<file path="config.mk">
export PLATFORM = sky130hd
export DESIGN_NAME = dsk_attn_regs
export DESIGN_NICKNAME = d
export VERILOG_FILES = /design/src/rtl/dskreg_pkg.sv /design/src/rtl/dsk_addr_dec.sv /design/src/rtl/dsk_status_reg.sv /design/src/rtl/dsk_isr_reg.sv /design/src/rtl/dsk_attn_regs.sv
export SDC_FILE = /design/constraint.sdc
export NUM_CORES = 1
export LEC_CHECK = 0
export BUFFER_PORTS_ARGS = -buffer_cell sky130_fd_sc_hd__buf_2
export CAP_MARGIN = 0
export CORE_MARGIN = 5
export CORE_UTILIZATION = 25
export DETAILED_ROUTE_END_ITERATION = 16
export GPL_TIMING_DRIVEN = 0
export PLACE_DENSITY = 0.45
export SLEW_MARGIN = 20
export SYNTH_ARGS = -nofsm -noshare
export SYNTH_HDL_FRONTEND = slang
export SYNTH_SLANG_ARGS = --single-unit
</file>
<file path="constraint.sdc">
create_clock -name clk -period 2.2 [get_ports clk]
set_input_delay 0.22 -clock clk [delete_from_list [all_inputs] [get_ports clk]]
set_output_delay 0.22 -clock clk [all_outputs]
set_load 0.02 [all_outputs]
</file>
<file path="src/rtl/dskreg_pkg.sv">
package dskreg_pkg;
  // status byte values
  localparam logic [7:0] STAT_BUSY     = 8'h14;
  localparam logic [7:0] STAT_CTRL_FLG = 8'h02;
  // interrupt-status bit acknowledged by read, drives irq
  localparam int unsigned ISR_ACK_BIT  = 1;
  // read value for unmapped addresses
  localparam logic [7:0] RD_UNMAPPED   = 8'hFF;
endpackage

</file>
<file path="src/rtl/dsk_addr_dec.sv">
module dsk_addr_dec #(
  parameter int unsigned ADDR_W    = 4,
  parameter logic [ADDR_W-1:0] CTRL_ADDR = 2,
  parameter logic [ADDR_W-1:0] ATTN_ADDR = 4
) (
  input  logic [ADDR_W-1:0] addr,
  input  logic              wr_en,
  input  logic              rd_en,
  output logic              ctrl_we,
  output logic              attn_we,
  output logic              ctrl_re,
  output logic              attn_re
);
  logic hit_ctrl, hit_attn;

  always_comb begin
    hit_ctrl = (addr == CTRL_ADDR);
    hit_attn = (addr == ATTN_ADDR);
    ctrl_we  = wr_en && hit_ctrl;
    attn_we  = wr_en && hit_attn;
    ctrl_re  = rd_en && hit_ctrl;
    attn_re  = rd_en && hit_attn;
  end
endmodule

</file>
<file path="src/rtl/dsk_status_reg.sv">
module dsk_status_reg
  import dskreg_pkg::*;
#(
  parameter int unsigned DW = 8
) (
  input  logic          clk,
  input  logic          rst,
  input  logic          ctrl_we,
  input  logic          attn_we,
  input  logic [DW-1:0] wdata,
  output logic [DW-1:0] status_q,
  output logic [DW-1:0] ctrl_q,
  output logic [DW-1:0] attn_q
);
  localparam int unsigned HALF    = DW / 2;
  localparam logic [DW-1:0] HI_MASK = {{(DW-HALF){1'b1}}, {HALF{1'b0}}};
  localparam logic [DW-1:0] BUSY    = DW'(STAT_BUSY);
  localparam logic [DW-1:0] FLAG    = DW'(STAT_CTRL_FLG);

  logic nib_nz;
  assign nib_nz = |wdata[DW-1:HALF];

  always_ff @(posedge clk) begin
    if (rst) begin
      status_q <= '0;
      ctrl_q   <= '0;
      attn_q   <= '0;
    end else if (ctrl_we) begin
      ctrl_q <= wdata;
      if (wdata[DW-1]) status_q <= status_q | FLAG;
    end else if (attn_we) begin
      attn_q <= wdata & HI_MASK;
      if (nib_nz) status_q <= BUSY;
    end
  end
endmodule

</file>
<file path="src/rtl/dsk_isr_reg.sv">
module dsk_isr_reg
  import dskreg_pkg::*;
#(
  parameter int unsigned DW = 8
) (
  input  logic          clk,
  input  logic          rst,
  input  logic          ack_rd,
  input  logic [DW-1:0] set_bits,
  output logic [DW-1:0] isr_q,
  output logic          irq
);
  localparam logic [DW-1:0] ACK_MASK = DW'(1) << ISR_ACK_BIT;

  logic [DW-1:0] isr_d;

  always_comb begin
    isr_d = isr_q;
    if (ack_rd) isr_d = isr_d & ~ACK_MASK;
    isr_d = isr_d | set_bits;   // set wins over clear-on-read
  end

  always_ff @(posedge clk) begin
    if (rst) isr_q <= '0;
    else     isr_q <= isr_d;
  end

  assign irq = isr_q[ISR_ACK_BIT];
endmodule

</file>
<file path="src/rtl/dsk_attn_regs.sv">
module dsk_attn_regs
  import dskreg_pkg::*;
#(
  parameter int unsigned DW     = 8,
  parameter int unsigned ADDR_W = 4,
  parameter logic [ADDR_W-1:0] CTRL_ADDR = 2,
  parameter logic [ADDR_W-1:0] ATTN_ADDR = 4
) (
  input  logic              clk,
  input  logic              rst,
  input  logic [ADDR_W-1:0] addr,
  input  logic              wr_en,
  input  logic              rd_en,
  input  logic [DW-1:0]     wdata,
  output logic [DW-1:0]     rdata,
  input  logic [DW-1:0]     isr_set,
  output logic [DW-1:0]     ctrl_out,
  output logic [DW-1:0]     attn_out,
  output logic              irq
);
  localparam logic [DW-1:0] UNMAPPED = DW'(RD_UNMAPPED);

  logic ctrl_we, attn_we, ctrl_re, attn_re;
  logic [DW-1:0] status_q, isr_q;

  dsk_addr_dec #(.ADDR_W(ADDR_W), .CTRL_ADDR(CTRL_ADDR), .ATTN_ADDR(ATTN_ADDR)) dec_i (
    .addr(addr), .wr_en(wr_en), .rd_en(rd_en),
    .ctrl_we(ctrl_we), .attn_we(attn_we), .ctrl_re(ctrl_re), .attn_re(attn_re)
  );

  dsk_status_reg #(.DW(DW)) stat_i (
    .clk(clk), .rst(rst), .ctrl_we(ctrl_we), .attn_we(attn_we), .wdata(wdata),
    .status_q(status_q), .ctrl_q(ctrl_out), .attn_q(attn_out)
  );

  dsk_isr_reg #(.DW(DW)) isr_i (
    .clk(clk), .rst(rst), .ack_rd(attn_re), .set_bits(isr_set),
    .isr_q(isr_q), .irq(irq)
  );

  // read data register: returns value held before any clear-on-read
  always_ff @(posedge clk) begin
    if (rst)          rdata <= '0;
    else if (ctrl_re) rdata <= status_q;
    else if (attn_re) rdata <= isr_q;
    else if (rd_en)   rdata <= UNMAPPED;
  end
endmodule

</file>
* Yosys cells after proc, flatten, opt, wreduce, memory -nomap -nowiden *
Cells that the tools add are included.
W data, S select, Z words.

word-level totals
  bits of input ports = 24
  output and inout bits = 25
  register bits = 36
  logic and storage cells = 30

operators by class
  reduce and logical (&&, ||, !) cells = 11
  multiplexer cells = 8
  equal/unequal tests = 3
  bitwise logic cells = 2

operators by type and width
  kind                  number
  $mux W8               6
  $or A8 B8 Y8          1
  $reduce_and A3 Y1     2
  $eq A4 B2 Y1 const B  1
  $eq A4 B3 Y1 const B  1
  $logic_and A1 B1 Y1   4
  $mux W2               2
  $reduce_bool A2 Y1    2
  $reduce_or A4 Y1      1
  $reduce_bool A3 Y1    1
  $ne A2 B2 Y1 const B  1
  $reduce_and A2 Y1     1
  $not A1 Y1            1

* Longest topological paths before layout *
Gate-level depths: netlist (run 1).

  word-level depth = 4
  mapped depth = 5
  gate-level depth less buffers = 3

* Cells and area by module *
Synthesis (run 1) repeated with hierarchy kept, for this count alone.

unflattened totals
  cell total of the unflattened synthesis = 141
  area total of the unflattened synthesis = 1316.3 µm²

modules (own cells, without submodules)
  module          sequential area each (µm²)  area each (µm²)  times used  cells each
  dsk_status_reg  280.3                       578.1            1           62
  dsk_attn_regs   160.2                       430.4            1           44
  dsk_isr_reg     160.2                       262.8            1           27
  dsk_addr_dec    0.0                         45.0             1           8

* Worst setup path before layout (run 1) *
Ideal clock, no wire load.

  kind = in2reg
  from = in addr[0]
  to = reg stat_i.attn_q[7]
  arrival = 1.194 ns
  buffers on the path = 2
  setup slack = 0.874 ns
  stages = 5
  required time = 2.068 ns
  path through = or4b_1 buf_2 buf_6 o21ai_0 a21oi_1

on the way
  cells in the longest elaborated chain, start to end = 4

RTL lines
  what                                    line                  RTL
  start, declared                         dsk_attn_regs.sv:11   input logic [ADDR_W-1:0] addr,
  $eq A4 B2 Y1                            dsk_addr_dec.sv:17    hit_ctrl = (addr == CTRL_ADDR);
  $logic_and A1 B1 Y1                     dsk_addr_dec.sv:19    ctrl_we = wr_en && hit_ctrl;
  $not A1 Y1 (no source line)             --
  $reduce_and A2 Y1 (no source line) (*)  --
  end signal, assigned                    dsk_status_reg.sv:32  attn_q <= wdata & HI_MASK;
  end, declared                           dsk_status_reg.sv:13  output logic [DW-1:0] attn_q

Every way passes the cells marked *; elsewhere a longest branch is shown, timed or not.
A chain may end at the register's enable or synchronous reset.

* Final worst setup path (run 1) *
  from = in addr[0]
  to = reg rdata[5]

on the way
  cells in the longest elaborated chain, start to end = 4

RTL lines
  what                  line                 RTL
  $eq A4 B3 Y1          dsk_addr_dec.sv:18   hit_attn = (addr == ATTN_ADDR);
  $logic_and A1 B1 Y1   dsk_addr_dec.sv:22   attn_re = rd_en && hit_attn;
  $mux W8               dsk_attn_regs.sv:45  else if (attn_re) rdata <= isr_q;
  $mux W8               dsk_attn_regs.sv:44  else if (ctrl_re) rdata <= status_q;
  end signal, assigned  dsk_attn_regs.sv:44
  end signal, assigned  dsk_attn_regs.sv:45
  end, declared         dsk_attn_regs.sv:15  output logic [DW-1:0] rdata,

Several ways; a longest one is shown, not always the timed one.

==> flow_summary.toml, run 1 <==
[outcome]
status = "complete, no violations"

[drt]
drc = 0
firstDrtPassIters = 4
ant_nets = 0
viasPerCell = 4.58
wl_per_cell_um = 12.4
drt_iter0_drc = 54
num_vias = 1118
totalWireLength_um = 3030

[global_route]
grt_pass1_vias = 1113
grt_overflow_total = 0
antenna_found_initial = 0
grt_max_degree = 11
grt_first_pass_wirelength_um = 5130
grt_util_all_layers = 0.107

[clocking]
cts.htree.levels = 2
post_cts_buffers = 0
numCtsBuffers = 5
cts.sinks = 30
clock_path_buffers = 2
cts_resized = 0
cts_tree = "done"
clkLatencyLatePin_ps = 280
cts-root-buf = "clkbuf_8"
clk_pin_slew_ps = 60
cts_hold_buf = 0

[synth]
synthMuxAreaShare = 0
syn_avg_cell_area_um2 = 8.34
synth-compound-area-share = 0.184
synth_xor_area_frac = 0
synth_area_um2 = 1160
synthSimpleGateAreaFrac = 0.218
seq_area_frac_synth = 0.518
synth_top_family_by_area = "simple AND/OR/NAND/NOR gates"
synth_warnings = 0
ys_types = 25
synth_cells = 139
ys_seq_elements = 30
synth_fa_ha_area_frac = 0

[placement]
place_area_um2 = 1450
gp_congestion = 0.747
io_buffers = 42
place_hpwl_um = 2360
dp_cells = 236

[worst_setup_path]
crit_chain = "buf_2 -> nor4b_2 -> or3_1 -> o21ai_0"
required_ps = 2370
slowest_delay_ps = 870
cp_slowest_cell = "nor4b_2"
startpoint_type = "input pin"
critPathArrivalTime_ps = 1630
critical_path.max_fanout = 10
critPathCaptureType = "flop"
crit_buf_inv = 1
crit_family = "simple AND/OR/NAND/NOR gates"
path_class = "input pin to flop"

[timing]
finalSetupViolations = 0
min_period_ps = 1460
hold_violations = 0
period_share = 0.665
setup_tns_ps = 0
slew_headroom = 0.337
tightestPinTransition_ps = 992
fmax_mhz = 684
drv_slew = 0
rsz0062_at_grt = "no"
final.setup_skew_ps = 2.32

[cells_and_area]
nets = 215
final_area_um2 = 1560
synthToLayoutAreaGrowth_pct = 34.1
layout-drive-gt1-share = 0.307
finalCoreUtilization = 0.352
diodes = 0
n_fill_cell = 467
stdcell_count = 244

[die]
die_area_um2 = 6100
core_area_um2 = 4410
ios = 49
fp.dieH_um = 78.1
start_util = 0.263
die_x_um = 78.1
rows = 24

[flow_run]
cap_violations = 0

[pwr]
p_leak_nw = 0.697
p_per_area_nw_per_um2 = 804
power_mw = 1.25
ir_drop_v = 0.000459

[worst_hold_path]
min_path_type = "input pin to flop"
## kinds of logic (layout without fill, tap and decap cells)
| kind of cell | after synthesis | count (layout) |
|---|---|---|
| DFF | 30 | 30 |
| other | 1 | 4 |
| AOI/OAI and AO/OA | 39 | 39 |
| buffers and inverters | 17 | 67 |
| and+or+nand+nor | 52 | 52 |
## cells in the final DEF (no fill, tap or decap)
cell type	instances
buf_2	44
dfxtp_1	30
nor2_1	26
o21ai_0	16
a21oi_1	14
nand3_1	12
clkbuf_1	6
nand2_1	5
clkbuf_8	5
inv_1	4
buf_4	4
conb_1	4
or4b_1	2
o21ai_1	2
a211oi_1	2
o31ai_1	2
nand2b_1	2
clkinv_2	2
nor4b_2	1
or3_1	1
buf_6	1
nor4b_1	1
a31o_2	1
nor4_1	1
and2b_1	1
o22ai_1	1
a311oi_1	1
bufinv_16	1
## Yosys cell counts
library cell / n / area, µm²
a211oi_1: 2 / 15.0
clkbuf_1: 6 / 22.5
dfxtp_1: 30 / 601
a31o_2: 1 / 8.76
or3_1: 1 / 6.26
buf_6: 1 / 11.3
nor4b_2: 1 / 15.0
nor4b_1: 1 / 8.76
a21oi_1: 14 / 70.1
o22ai_1: 1 / 6.26
nor2_1: 26 / 97.6
a311oi_1: 1 / 8.76
nand3_1: 12 / 60.1
buf_2: 2 / 10.0
nand2_1: 5 / 18.8
conb_1: 1 / 3.75
o21ai_1: 2 / 10.0
or4b_1: 2 / 20.0
buf_4: 4 / 30.0
inv_1: 4 / 15.0
o21ai_0: 16 / 80.1
and2b_1: 1 / 7.51
o31ai_1: 2 / 15.0
nor4_1: 1 / 6.26
nand2b_1: 2 / 12.5
## layout make-up
cell class / instances / area [µm²] / share of cell area
plain buffers: 13 / 73.8 / 0.0475
clock buffers: 5 / 68.8 / 0.0442
clock inverters: 3 / 40.0 / 0.0257
inverters: 4 / 15.0 / 0.00965
multi-input cells: 95 / 482 / 0.310
flip-flops and latches: 30 / 601 / 0.386
well taps: 52 / 65.1 / 0.0418
repair buffers: 42 / 210 / 0.135
## power by group
part           internal, mW  switching, mW
registers             0.569         0.0124
logic                0.0513         0.0827
clock network         0.333          0.202
## path summary, 6_finish.rpt
| path | slack (ps) | startpoint | endpoint | cells after the start |
|---|---|---|---|---|
| setup / recovery | 740 | addr[0] | rdata[5]$_SDFFE_PP0P_ | 4 |
| hold / removal | 140 | isr_set[0] | isr_i.isr_q[0]$_SDFF_PP0_ | 3 |
| setup reg to reg | 1390 | stat_i.status_q[4]$_SDFFE_PP0P_ | rdata[4]$_SDFFE_PP0P_ | 3 |
| hold reg to reg | 450 | rdata[3]$_SDFFE_PP0P_ | rdata[3]$_SDFFE_PP0P_ | 2 |
## tightest hold or removal path: cells and delay by family
family                 cells  cell delay, ps
and+or+nand+nor            2             100
buffers and inverters      1              70
## registers in the layout, summed over array words and instances (netlist names)
name and flops:
stat_i.attn_q 4, stat_i.status_q 2, stat_i.ctrl_q 8, isr_i.isr_q 8
rdata 8
## metal layers
| layer | up-vias | GRT usage | share of wire |
|---|---|---|---|
| met1 | 495 | 0.126 | 0.44 |
| met4 | 0 | 0.0557 | 0.021 |
| met2 | 40 | 0.164 | 0.45 |
| met5 | - | 0 | 0 |
| li1 | 575 | - | - |
| met3 | 8 | 0.0458 | 0.094 |
## stage by stage
step,setup WS (ps),hold slack (ps)
final,738,143
after global routing,610,148
after CTS,738,134
after detailed placement,430,434
after global placement,500,427
after floorplan,874,336
Note: power is estimated with default switching activity, not from simulation.
==> inputs of run 2 (changes only) <==
Settings changed: PLACE_DENSITY 0.45 to 0.47.
Clock period 2.2 ns to 1.2 ns, I/O delays scaled along.
==> run 2 against run 1 <==
Compared with the run above: wire length rose by 4.4%; setup slack got worse by 650 ps; sequential share of layout area is 0.55 points lower; global-route usage is 0.19 points higher; clock power rose by 93%.
==> flow_summary.toml, run 2 (synthesized netlist as in run 1, its figures left out) <==
[timing]
drv_slew = 0
period_share = 0.931
slew_headroom = 0.526
rsz0062_at_grt = "no"
final.setup_skew_ps = 9.17
min_period_ps = 1120
tightestPinTransition_ps = 701
finalSetupViolations = 0
hold_violations = 0
worst_slack_ps = 83.4
fmax_mhz = 896

[drt]
ant_nets = 0
drc = 0
num_vias = 1122
viasPerCell = 4.62
wl_per_cell_um = 13.0
totalWireLength_um = 3170
firstDrtPassIters = 4
drt_iter0_drc = 49

[worst_setup_path]
cpMostUsedCell = "buf_6"
critPathArrivalTime_ps = 1270
critPathCaptureType = "flop"
slowest_delay_ps = 540
startpoint_type = "input pin"
cp_slowest_cell = "or4b_4"
crit_family = "simple AND/OR/NAND/NOR gates"
crit_chain = "buf_2 -> or4b_4 -> buf_6 -> buf_6 -> o21ai_1 -> a21oi_1"
path_class = "input pin to flop"
crit_buf_inv = 3
critical_path.max_fanout = 10
required_ps = 1360

[pwr]
p_per_area_nw_per_um2 = 1490
power_mw = 2.35
p_leak_nw = 0.707
ir_drop_v = 0.000483

[die]
rows = 24
die_area_um2 = 6100
core_area_um2 = 4410
die_x_um = 78.1
start_util = 0.263
fp.dieH_um = 78.1
ios = 49

[clocking]
cts_tree = "done"
cts_hold_buf = 0
clkLatencyLatePin_ps = 290
cts.sinks = 30
cts-root-buf = "clkbuf_8"
clk_pin_slew_ps = 70
cts.htree.levels = 2
numCtsBuffers = 5
post_cts_buffers = 0
clock_path_buffers = 2

[global_route]
grt_pass1_vias = 1149
grt_util_all_layers = 0.109
antenna_found_initial = 0
grt_max_degree = 11
grt_overflow_total = 0
grt_first_pass_wirelength_um = 5240

[cells_and_area]
stdcell_count = 243
nets = 215
reg_top3 = "isr_i.isr_q (8), rdata (8), stat_i.ctrl_q (8)"
layout-drive-gt1-share = 0.309
final_area_um2 = 1580
n_fill_cell = 470
diodes = 0
synthToLayoutAreaGrowth_pct = 36.0
final_common_cell = "buf_2"
finalCoreUtilization = 0.357
layout_common_cells = "buf_2, dfxtp_1, nor2_1"

[placement]
dp_cells = 236
place_area_um2 = 1460
dp_slack_ps = -405
io_buffers = 42
gp_congestion = 0.764
place_hpwl_um = 2450

[outcome]
status = "complete, no violations"

[worst_hold_path]
min_path_type = "input pin to flop"

[flow_run]
cap_violations = 0
run 2: cell count changes in the layout (fill, tap and decap cells not counted), sizes merged:
cell	before	now
clkinv	2	0
clkbuf	11	12
run 2: timing repair:
item,CTS,global route
pin swaps,0,0
resized for setup,1,1
setup endpoints to repair,11,1
endpoints found under the hold margin,0,0
run 2: tightest hold or removal path: cells and delay by family:
family	cells	cell delay [ps]
simple gates	2	90
buf+inv	1	80
run 2: power by group:
group	switching (mW)	internal (mW)
logic	0.156	0.0975
registers	0.0223	1.04
clock network	0.366	0.663
run 2: path summary, 6_finish.rpt:
kind / slack [ps] / end / cells after the start / startpoint
worst max-delay path: 80 / stat_i.attn_q[6]$_SDFFE_PP0P_ / 6 / addr[0]
worst min-delay path: 40 / isr_i.isr_q[2]$_SDFF_PP0_ / 3 / isr_set[2]
worst max register to register: 400 / rdata[4]$_SDFFE_PP0P_ / 3 / stat_i.status_q[4]$_SDFFE_PP0P_
worst min register to register: 450 / rdata[0]$_SDFFE_PP0P_ / 2 / rdata[0]$_SDFFE_PP0P_
run 2: layout make-up:
type                       instances  area [µm²]  share of cell area
sequential                        30         601               0.381
inverter                           4        15.0             0.00952
clock inverter                     1        30.0              0.0190
clock buffer                       6        82.6              0.0523
buffer                            13        80.1              0.0508
tap                               52        65.1              0.0412
multi-input combinational         95         494               0.313
timing repair buffer              42         210               0.133
run 2: layer usage:
metal	GRT usage	up-vias	wire length, µm
met5	0	-	0
met4	0.0659	0	87
met3	0.0355	8	222
met2	0.166	38	1410
met1	0.132	506	1440
li1	-	570	-
run 2: per-stage QoR:
| step | setup TNS [ps] | hold WS (ps) |
|---|---|---|
| 2_1_floorplan | 0 | 236 |
| 3_3_place_gp | -5590 | 333 |
| 3_5_place_dp | -6440 | 335 |
| 4_1_cts | 0 | 35.5 |
| 5_1_grt | 0 | 56.1 |
| 6_report | 0 | 39.9 |
==> inputs of run 3 (changes only) <==
Settings changed: CTS_BUF_LIST set to sky130_fd_sc_hd__clkbuf_4.
==> run 3 against run 2 <==
Compared with the run above: via count up 1.9%; clock power is 27% lower; die area stayed put; worst hold slack got worse by 35 ps; maximum frequency rose by 4.5%; total power decreased by 11%; register-to-register slack about the same; largest cell class unchanged; largest power group unchanged; highest routed layer unchanged.
==> flow_summary.toml, run 3 (synthesized netlist as in run 1, its figures left out) <==
[die]
die_x_um = 78.1
ios = 49
start_util = 0.263
core_area_um2 = 4410
rows = 24
fp.dieH_um = 78.1
die_area_um2 = 6100

[timing]
drv_slew = 0
setup_tns_ps = 0
period_share = 0.890
tightestPinTransition_ps = 701
final.setup_skew_ps = 8.62
finalSetupViolations = 0
rsz0062_at_grt = "no"
hold_violations = 0
min_period_ps = 1070
slew_headroom = 0.526
fmax_mhz = 936

[cells_and_area]
layout-drive-gt1-share = 0.297
final_common_cell = "buf_2"
reg_top3 = "isr_i.isr_q (8), rdata (8), stat_i.ctrl_q (8)"
layout_common_cells = "buf_2, dfxtp_1, nor2_1"
nets = 219
final_area_um2 = 1580
synthToLayoutAreaGrowth_pct = 35.9
diodes = 0

[placement]
place_hpwl_um = 2450
gp_congestion = 0.764
place_area_um2 = 1460
io_buffers = 42

[drt]
wl_per_cell_um = 12.7
drt_iter0_drc = 58
drc = 0
ant_nets = 0
viasPerCell = 4.63
totalWireLength_um = 3140
num_vias = 1143
firstDrtPassIters = 5

[clocking]
numCtsBuffers = 5
cts.sinks = 30
cts.htree.levels = 2
clk_pin_slew_ps = 90
post_cts_buffers = 0
cts-root-buf = "clkbuf_4"
clkLatencyLatePin_ps = 320
cts_tree = "done"
clock_path_buffers = 2

[worst_setup_path]
startpoint_type = "input pin"
required_ps = 1400
critical_path.max_fanout = 10
path_class = "input pin to flop"
critPathArrivalTime_ps = 1270
critPathCaptureType = "flop"

[global_route]
grt_pass1_vias = 1157
grt_max_degree = 11
grt_first_pass_wirelength_um = 5250
antenna_found_initial = 0
grt_util_all_layers = 0.107
grt_overflow_total = 0

[outcome]
status = "complete, no violations"

[flow_run]
cap_violations = 0

[pwr]
p_leak_nw = 0.705
ir_drop_v = 0.000487
p_per_area_nw_per_um2 = 1320

[worst_hold_path]
min_path_type = "input pin to flop"
-- run 3: worst max-delay path, cell delays in order --
cell	delay, ps
buf_2	140
or4b_4	540
buf_6	140
buf_6	130
o21ai_1	120
a21oi_1	80
-- run 3: routing by layer --
layer / track usage / vias to the layer above / wire length (µm)
met4: 0.0456 / 0 / 61
met2: 0.166 / 45 / 1410
met5: 0 / - / 0
met1: 0.134 / 512 / 1430
li1: - / 579 / -
met3: 0.0355 / 7 / 243
-- run 3: repair_timing --
item,4_1_cts,5_1_grt
hold buffers,4,0
endpoints found under the setup margin,8,0
hold endpoints to repair,4,0
resized for setup,1,0
-- run 3: worst paths after layout --
kind,from,endpoint,slack (ps),cells after the start
hold / removal,isr_set[4],isr_i.isr_q[4]$_SDFF_PP0_,5,3
hold reg to reg,rdata[0]$_SDFFE_PP0P_,rdata[0]$_SDFFE_PP0P_,460,2
setup reg to reg,stat_i.status_q[4]$_SDFFE_PP0P_,rdata[4]$_SDFFE_PP0P_,390,3
setup / recovery,addr[0],stat_i.attn_q[6]$_SDFFE_PP0P_,130,6
-- run 3: layout make-up --
class                   instances  area (µm²)
multi-input cells              95         494
well taps                      52        65.1
inverters                       4        15.0
flip-flops and latches         30         601
fillers                       474        2840
plain buffers                  13        80.1
clock inverters                 2        33.8
clock buffers                   5        37.5
repair buffers                 46         250
-- run 3: metrics by stage --
step	total power, mW	setup WS, ps	hold slack [ps]	instances	utilization
floorplan	1.24	9.33	236	142	-
global placement	1.33	-352	333	236	0.330
detailed placement	1.34	-405	335	236	0.330
CTS	2.11	134	4.62	247	0.357
global route	2.18	47.2	20.2	247	0.357
finish	2.08	131	5.08	247	0.357
-- run 3: power breakdown --
group	switching (mW)	internal [mW]	total [mW]	leakage [nW]
registers	0.0222	1.04	1.06	0.247
clock network	0.331	0.421	0.752	0.0387
logic	0.157	0.106	0.263	0.419
total	0.510	1.57	2.08	0.705
